<file path="src/rtl/ssr_pkg.sv">
package ssr_pkg;
  localparam logic [1:0] MODE_RX = 2'b01;

  typedef struct packed {
    logic rise;
    logic fall;
  } sck_evt_t;
endpackage

</file>
<file path="src/rtl/ssr_sync.sv">
module ssr_sync #(
  parameter int W = 1,
  parameter int STAGES = 2,
  parameter logic [W-1:0] RST = '0
) (
  input  logic         clk,
  input  logic         rst_n,
  input  logic [W-1:0] d,
  output logic [W-1:0] q
);
  logic [STAGES-1:0][W-1:0] stg;

  always_ff @(posedge clk or negedge rst_n) begin
    if (!rst_n) begin
      stg <= {STAGES{RST}};
    end else begin
      stg[0] <= d;
      for (int s = 1; s < STAGES; s++) stg[s] <= stg[s-1];
    end
  end

  assign q = stg[STAGES-1];
endmodule

</file>
<file path="src/rtl/ssr_clkgen.sv">
module ssr_clkgen
  import ssr_pkg::*;
#(
  parameter int HALF = 4
) (
  input  logic     clk,
  input  logic     rst_n,
  input  logic     run,
  output logic     sck_o,
  output sck_evt_t evt
);
  localparam int CW = $clog2(HALF + 1);

  logic [CW-1:0] cnt;
  logic          sck_q;
  logic          hold;
  logic          tick;

  // parking only happens at the high level
  assign hold = sck_q && !run;
  assign tick = !hold && (cnt == CW'(HALF - 1));

  always_ff @(posedge clk or negedge rst_n) begin
    if (!rst_n) begin
      cnt   <= '0;
      sck_q <= 1'b1;
    end else if (hold) begin
      cnt <= '0;
    end else if (tick) begin
      cnt   <= '0;
      sck_q <= ~sck_q;
    end else begin
      cnt <= cnt + 1'b1;
    end
  end

  assign sck_o    = sck_q;
  assign evt.fall = tick && sck_q;
  assign evt.rise = tick && !sck_q;
endmodule

</file>
<file path="src/rtl/ssr_shifter.sv">
module ssr_shifter
  import ssr_pkg::*;
#(
  parameter int DATA_W = 8
) (
  input  logic              clk,
  input  logic              rst_n,
  input  sck_evt_t          evt,
  input  logic              sdi,
  input  logic              lsb_first,
  input  logic              may_start,
  output logic              in_byte,
  output logic              shifting,
  output logic              done,
  output logic [DATA_W-1:0] data
);
  localparam int CW = $clog2(DATA_W + 1);

  logic [CW-1:0]     fcnt;
  logic [CW-1:0]     bcnt;
  logic [DATA_W-1:0] sh;
  logic [DATA_W-1:0] sh_nxt;

  always_comb begin
    if (lsb_first) sh_nxt = {sdi, sh[DATA_W-1:1]};
    else           sh_nxt = {sh[DATA_W-2:0], sdi};
  end

  assign in_byte  = (fcnt != '0);
  assign shifting = in_byte && (fcnt != CW'(DATA_W));
  assign done     = evt.rise && in_byte && (bcnt == CW'(DATA_W - 1));
  assign data     = sh_nxt;

  always_ff @(posedge clk or negedge rst_n) begin
    if (!rst_n) begin
      fcnt <= '0;
      bcnt <= '0;
      sh   <= '0;
    end else begin
      if (evt.fall) begin
        if (!in_byte && may_start)             fcnt <= CW'(1);
        else if (in_byte && fcnt != CW'(DATA_W)) fcnt <= fcnt + 1'b1;
      end
      if (evt.rise && in_byte) begin
        sh <= sh_nxt;
        if (bcnt == CW'(DATA_W - 1)) begin
          bcnt <= '0;
          fcnt <= '0;
        end else begin
          bcnt <= bcnt + 1'b1;
        end
      end
    end
  end
endmodule

</file>
<file path="src/rtl/ssr_rx.sv">
module ssr_rx
  import ssr_pkg::*;
#(
  parameter int DATA_W = 8,
  parameter int HALF   = 4,
  parameter int SYNC_STAGES = 2
) (
  input  logic              clk,
  input  logic              rst_n,
  input  logic [1:0]        cfg_mode,
  input  logic              cfg_ext_clk,
  input  logic              cfg_lsb_first,
  input  logic              cfg_start,
  input  logic              ovr_clr,
  input  logic              sck_in,
  input  logic              sdi,
  output logic              sck_out,
  output logic              sck_oe,
  output logic [DATA_W-1:0] rx_data,
  output logic              rx_valid,
  input  logic              rx_ready,
  output logic              irq,
  output logic              busy,
  output logic              rx_ovr
  ,output logic             shifting
);
  logic [1:0]        pins_s;
  logic              sck_prev;
  sck_evt_t          ext_evt, int_evt, evt;
  logic              enable, may_start, gen_run;
  logic              in_byte, done;
  logic [DATA_W-1:0] byte_data;
  logic              full_q, irq_q, ovr_q, busy_q;
  logic              rd, space;

  assign enable = cfg_start && (cfg_mode == MODE_RX);

  ssr_sync #(.W(2), .STAGES(SYNC_STAGES), .RST(2'b11)) u_sync (
    .clk(clk), .rst_n(rst_n), .d({sck_in, sdi}), .q(pins_s)
  );

  always_ff @(posedge clk or negedge rst_n) begin
    if (!rst_n) sck_prev <= 1'b1;
    else        sck_prev <= pins_s[1];
  end

  assign ext_evt.rise = pins_s[1] && !sck_prev;
  assign ext_evt.fall = !pins_s[1] && sck_prev;

  assign gen_run = !cfg_ext_clk && (in_byte || (enable && !full_q));

  ssr_clkgen #(.HALF(HALF)) u_gen (
    .clk(clk), .rst_n(rst_n), .run(gen_run), .sck_o(sck_out), .evt(int_evt)
  );

  assign evt       = cfg_ext_clk ? ext_evt : int_evt;
  assign may_start = enable && (cfg_ext_clk || !full_q);

  ssr_shifter #(.DATA_W(DATA_W)) u_shift (
    .clk(clk), .rst_n(rst_n), .evt(evt), .sdi(pins_s[0]),
    .lsb_first(cfg_lsb_first), .may_start(may_start),
    .in_byte(in_byte), .shifting(shifting), .done(done), .data(byte_data)
  );

  assign rd    = full_q && rx_ready;
  assign space = !full_q || rd;

  always_ff @(posedge clk or negedge rst_n) begin
    if (!rst_n) begin
      full_q  <= 1'b0;
      irq_q   <= 1'b0;
      ovr_q   <= 1'b0;
      busy_q  <= 1'b0;
      rx_data <= '0;
    end else begin
      irq_q <= done && space;
      if (done && space) begin
        rx_data <= byte_data;
        full_q  <= 1'b1;
      end else if (rd) begin
        full_q <= 1'b0;
      end
      if (done && !space) ovr_q <= 1'b1;
      else if (ovr_clr)   ovr_q <= 1'b0;
      if (in_byte)                busy_q <= 1'b1;
      else if (!enable)           busy_q <= 1'b0;
    end
  end

  assign rx_valid = full_q;
  assign irq      = irq_q;
  assign rx_ovr   = ovr_q;
  assign busy     = busy_q || in_byte;
  assign sck_oe   = !cfg_ext_clk;
endmodule

</file>
<file path="config.mk">
export PLATFORM = sky130hd
export DESIGN_NAME = ssr_rx
export DESIGN_NICKNAME = d
export VERILOG_FILES = /design/src/rtl/ssr_pkg.sv /design/src/rtl/ssr_sync.sv /design/src/rtl/ssr_clkgen.sv /design/src/rtl/ssr_shifter.sv /design/src/rtl/ssr_rx.sv
export SDC_FILE = /design/constraint.sdc
export NUM_CORES = 1
export LEC_CHECK = 0
export BUFFER_PORTS_ARGS = -buffer_cell sky130_fd_sc_hd__buf_2
export CORE_AREA = 4 4 59 61
export CTS_BUF_LIST = sky130_fd_sc_hd__clkbuf_8
export DETAILED_ROUTE_END_ITERATION = 12
export DIE_AREA = 0 0 63 65
export GPL_ROUTABILITY_DRIVEN = 0
export GPL_TIMING_DRIVEN = 1
export PLACE_DENSITY = 0.75
export SETUP_SLACK_MARGIN = 0.3
export SYNTH_ARGS = -nofsm -noshare
export SYNTH_HDL_FRONTEND = slang
export SYNTH_SLANG_ARGS = --single-unit
</file>
<file path="constraint.sdc">
create_clock -name clk -period 2.6 [get_ports clk]
set_input_delay 0.26 -clock clk [delete_from_list [all_inputs] [get_ports clk]]
set_output_delay 0.26 -clock clk [all_outputs]
set_load 0.01 [all_outputs]
</file>
* Word-level counts from Yosys, hierarchy flattened
Index checks and enable logic that the tools add are counted.
** Storage, ports and cells
- Bits in registers :: 37
- Input port bits :: 11
** Operators by class
- Add/subtract/negate cells :: 3
- Equal/unequal tests :: 5
- Mux-type cells :: 16
- Bitwise gates (word level) :: 2
- Reduce and logical (&&, ||, !) cells :: 34
** Operator list (count)
- $mux 4 :: 6
- $logic_and 1x1->1 :: 17
- $logic_not 1->1 :: 9
- $add 4x1->4 const B :: 2
- $mux 8 :: 1
- $mux 1 :: 6
- $mux 3 :: 2
- $eq 4x3->1 const B :: 1
- $logic_or 1x1->1 :: 4
- $ne 4x4->1 const B :: 1
- $reduce_bool 2->1 :: 2
- $reduce_bool 4->1 :: 1
- $add 3x1->3 const B :: 1
- $eq 3x2->1 const B :: 1
- $eq 2x1->1 const B :: 1
- $mux 2 :: 1
- $ne 2x1->1 const B :: 1
- $not 1->1 :: 2
- $reduce_and 2->1 :: 1

* Logic depth before layout (Yosys ltp)
- Word-level depth :: 15
- Depth in mapped cells :: 9

* Modules after synthesis
Synthesis repeated with hierarchy kept, for this count alone.
** Unflattened totals
- Cells, all modules :: 128
- Area total of the unflattened synthesis :: 1706.6 um^2
** By module, submodules not included
- ssr_shifter :: times used 1, cells each 68, area an instance 837.1 um^2, sequential area each 400.4 um^2
- ssr_rx :: times used 1, cells each 40, area an instance 564.3 um^2, sequential area each 326.6 um^2
- ssr_clkgen :: times used 1, cells each 14, area an instance 185.2 um^2, sequential area each 101.3 um^2
- ssr_sync :: times used 1, cells each 6, area an instance 120.1 um^2, sequential area each 105.1 um^2

* Least setup slack after synthesis
No wires, ideal clock.
- Path kind :: flip-flop to flip-flop
- From :: reg u_shift.fcnt[0]
- To :: reg u_shift.fcnt[0]
- Setup time :: 0.087 ns
- Arrival :: 1.795 ns
- Slack :: 0.719 ns
- Stages on the path, launching flop included :: 8
- Buffers on the path :: 1
- Period minus slack after synthesis :: 1.881 ns
- Cell sequence :: dfrtp_1 inv_1 ha_1 or3b_1 buf_2 o2111a_2 o211a_1 a211oi_2
** Between the ends
- Cells in the longest elaborated chain, start to end :: 12
- Elaborated cells on any way between the ends :: 21
** Ends and longest elaborated chain
- from (decl) :: line ssr_shifter.sv:19 : logic [CW-1:0] fcnt;
- from (signal assigned) :: line ssr_shifter.sv:42 : else if (in_byte && fcnt != CW'(DATA_W)) fcnt <= fcnt + 1'b1;
- $reduce_bool 4->1 :: line ssr_shifter.sv:29 : assign in_byte = (fcnt != '0);
- $logic_or 1x1->1 :: line ssr_rx.sv:50 : assign gen_run = !cfg_ext_clk && (in_byte || (enable && !full_q));
- $logic_and 1x1->1 :: line ssr_rx.sv:50
- $logic_not 1->1 :: line ssr_clkgen.sv:20 : assign hold = sck_q && !run;
- $logic_and 1x1->1 :: line ssr_clkgen.sv:20
- $logic_not 1->1 :: line ssr_clkgen.sv:21 : assign tick = !hold && (cnt == CW'(HALF - 1));
- $logic_and 1x1->1 :: line ssr_clkgen.sv:21
- $logic_and 1x1->1 :: line ssr_clkgen.sv:38 : assign evt.fall = tick && sck_q;
- $mux 2 :: line ssr_rx.sv:56 : assign evt = cfg_ext_clk ? ext_evt : int_evt;
- $mux 4 :: line ssr_shifter.sv:40 : if (evt.fall) begin
- $mux 4 :: line ssr_shifter.sv:46 : if (bcnt == CW'(DATA_W - 1)) begin
- $mux 4 (*) :: line ssr_shifter.sv:44 : if (evt.rise && in_byte) begin
Every way passes the cells marked *; elsewhere a longest branch is shown, timed or not.
A chain may end at the register's enable or synchronous reset.

* Worst setup path in the final report
Ends and elaborated chain as after synthesis.

==> metrics.md <==
| Metric | Value |
|---|---|
| Ports | 26 |
| Area Overhead vs Synth | 15.45% |
| Sequential Power Share | 0.480 |
| Sequential share of the synthesized area | 0.5677 |
| Simple-gate share of the synthesized area | 0.1606 |
| Syn nets | between 150 and 200 |
| CP required | between 2 and 3 ns |
| Total negative slack | 0 ns |
| PnR worst setup slack | between 0.5 and 0.6 ns |
| Max Cap Viol | 0 |
| Setup WS pre-CTS | between 0.4 and 0.5 ns |
| Core area | just under 3000 sq um |
| Minimum clock period | 2.045 ns |
| Compound-cell area share of the yosys netlist | 0.1377 |
| Worst-case clock buffer depth | 2 |
| Pint | 1339 uW |
| Top cells by area, synth | dfrtp_1 47%, dfstp_2 9.6%, mux2i_1 5.5%, o21ai_0 4.0%, nand2_1 3.2% |
| Largest family of logic cells by synthesized area | simple AND/OR/NAND/NOR gates |
| Max Clock Skew | roughly 0.012 ns |
| DRT Pass-1 Iters | 4 |
| Primary FF master, synth | dfrtp_1 |
| Crit share post-route | 0.7864 |
| Post-synth EDFFs | 0 |
| Antenna Violating Nets Remaining | 0 |
| Post-synthesis register bit count | 37 |
| Total grt overflow | 0 |
| DIE AREA | between 4000 and 5000 sq um |
| Unrepaired setup endpoints after global routing | no |
| Total routed wirelength | between 3000 and 4000 um |
| Achievable clock frequency | between 0.4 and 0.5 GHz |
| Worst skew pair latency | between 0.2 and 0.3 ns |
| Worst path max stage delay | about 0.47 ns |
| Clock sink count | 37 |
| Post-synthesis mux area share | 0.06164 |
| Layout cells sized above 1 | 0.2644 |
| Ant diodes | 0 |
| Post-synth top area share | 0.4718 |
| IO buf count | 25 |
| Largest net degree at the start of global routing | 38 |
| Sw power | roughly 650 uW |
| Slew @ Worst Pin | around 0.8 ns |
| Post-synthesis xor/xnor area fraction | 0.01598 |
| Wl on met1 | around 1400 um |
| Vias in the first global route | between 1,000 and 1,500 |
| Final Max Slew Viols | 0 |
| HPWL Detailed | 2235 um |
| Max IR drop VDD | roughly 0.46 mV |
| Area leader, netlist | dfrtp_1 |
| # DRC | 0 |
| Post-Synth Adder-Cell Area | 0.03044 |
| WHS | between 0.05 and 0.06 ns |
| P per Cell Area | approximately 1000 nW/um^2 |
| Syn Area/Cell | approximately 11 sq um |
| Initial DRC count | 43 |
| Worst-path clk slew | roughly 0.08 ns |
| Vias per inst | ~5.6 |
| CTS Hold Bufs | 0 |
| Kind of critical path | reg -> reg |
| Most frequent cells in the layout | 31 x dfrtp_1, 25 x buf_2, 14 x nand2_1, 14 x nor2_1, 13 x o21ai_0 |
| Final setup vio count | 0 |
| WL met3 | around 120 um |
| Reg2reg setup slack | about 0.56 ns |
| Final hold violation count | 0 |
| Syn Inst Count | 146 |
| Clock power share | 0.235 |
| Fraction of registers with async set/reset | 1.000 |
| Die Width | roughly 63 um |
| Nets | about 190 |
| Top Metal Used | met4 |
| Worst Hold Class | in -> async |
| H-tree depth | 2 |
| Multi-input combinational cell area | around 670 sq um |
| Sw frac | 0.3269 |
| Filler cells | ~240 |
| Vias | ~1,200 |
| Total GRT Usage | 0.1668 |
| Outcome | finished, final reports clean |
| Die height | around 65 um |
| Logic pwr share | 0.286 |
| Row count | 20 |
| Post-CTS Setup Repair Bufs | 0 |
| Post-Syn Area | approximately 1600 sq um |
| Yosys warns | 0 |
| Storage cell area | roughly 930 sq um |
| WL per Instance | between 10 and 15 um |
| WL met2 | around 1500 um |
| Tot Pwr | 1989 uW |
| CTS buffer count | 5 |
| Initial core utilization | 0.5521 |
| Cts repair resizes | 0 |
| CTS tree | built |
| Crit Path Max Fanout | 6 |
| Nature of the critical path startpoint | flop |
| Clock root cell | clkbuf_8 |
| Global-route wire length before repair | 5244 um |
| Static Leak | roughly 0.0009 uW |
| Worst rel slew slack | 0.4786 |
| Crit-path cells | inv_1, ha_1, or3b_1, o2111a_2, o211a_1, a211oi_2 |
| Commonest non-fill, non-tap cell in the layout | dfrtp_1 |
| CP endpoint kind | flop |
| Worst Path Arrival | between 2 and 2.5 ns |
| Netlist cell types | 35 |
| Initial antenna violation count | 0 |
| Critical path's slowest cell | or3b_1 |
==> per-layer routing <==
layer	vias up	track usage
met3	5	0.03986
met1	564	0.1955
met4	0	0.06612
met5	-	0
li1	562	-
met2	19	0.2938
==> state kept, by name, indices dropped and copies added, names as in the netlist <==
signal	cells
u_shift.sh	8
sck_prev	1
u_shift.bcnt	4
rx_data	8
busy_q	1
u_gen.sck_o	1
u_gen.cnt	3
rx_ovr	1
rx_valid	1
irq	1
u_sync.q	2
u_shift.fcnt	4
u_sync.stg	2
==> power by group through the flow <==
stage	registers, uW	logic, uW	clock network [uW]
2_1_floorplan	967	362	0
3_3_place_gp	950	539	0
3_5_place_dp	965	574	0
4_1_cts	955	577	481
5_1_grt	991	654	505
6_report	954	568	467
==> critical path: cells and delay by family, from the launching register on <==
| kind | cells | cell delay (ns) |
|---|---|---|
| simple gates | 1 | 0.47 |
| flops | 1 | 0.43 |
| buf+inv | 1 | 0.11 |
| compound gates | 3 | 0.78 |
| fa+ha+maj | 1 | 0.18 |
==> final timing paths <==
kind,cells after the start,from,endpoint
worst max-delay path,6,u_shift.fcnt[0]$_DFF_PN0_,u_shift.fcnt[0]$_DFF_PN0_
worst min-delay path,1,rst_n,u_shift.sh[5]$_DFFE_PN0N_
worst max register to register,6,u_shift.fcnt[0]$_DFF_PN0_,u_shift.fcnt[0]$_DFF_PN0_
worst min register to register,0,u_sync.stg[1]$_DFF_PN1_,u_sync.q[1]$_DFF_PN1_
max in group asynchronous,1,rst_n,u_shift.sh[0]$_DFFE_PN0N_
min in group clk,1,sck_in,u_sync.stg[1]$_DFF_PN1_
==> layout make-up <==
type,instances,share of cell area
inverters,5,0.009888
well taps,33,0.02175
clock inverters,3,0.02044
repair buffers,25,0.06592
clock buffers,5,0.03626
multi-input cells,99,0.3540
flip-flops and latches,37,0.4918
==> through the flow <==
step                      instances    util  area [sq um]
after floorplan                 146       -          1644
after global placement          199  0.6000          1787
after detailed placement        199  0.6000          1787
after CTS                       207  0.6361          1894
after global routing            207  0.6374          1898
final                           207  0.6374          1898
==> kinds of logic (layout without fill, tap and decap cells) <==
logic type	Yosys count	count (layout)
AOI/OAI and AO/OA	35	35
xor gates and xnor gates	3	3
adders and majority gates	4	4
buffers and inverters	10	38
DFF	37	37
muxes	10	10
and+or+nand+nor	47	47
==> synth_stat cells (2+ instances only) <==
library cell and instances:
a211oi_1 2, a21oi_1 9, and3b_1 4, buf_2 4, dfrtp_1 31, dfstp_2 6, ha_1 4, inv_1 5
mux2i_1 9, nand2_1 14, nand2b_1 2, nand3_1 2, nand3b_1 3, nor2_1 14, o21ai_0 13, o22ai_1 3
xnor2_1 3
Note: power is estimated with default switching activity, not from simulation.
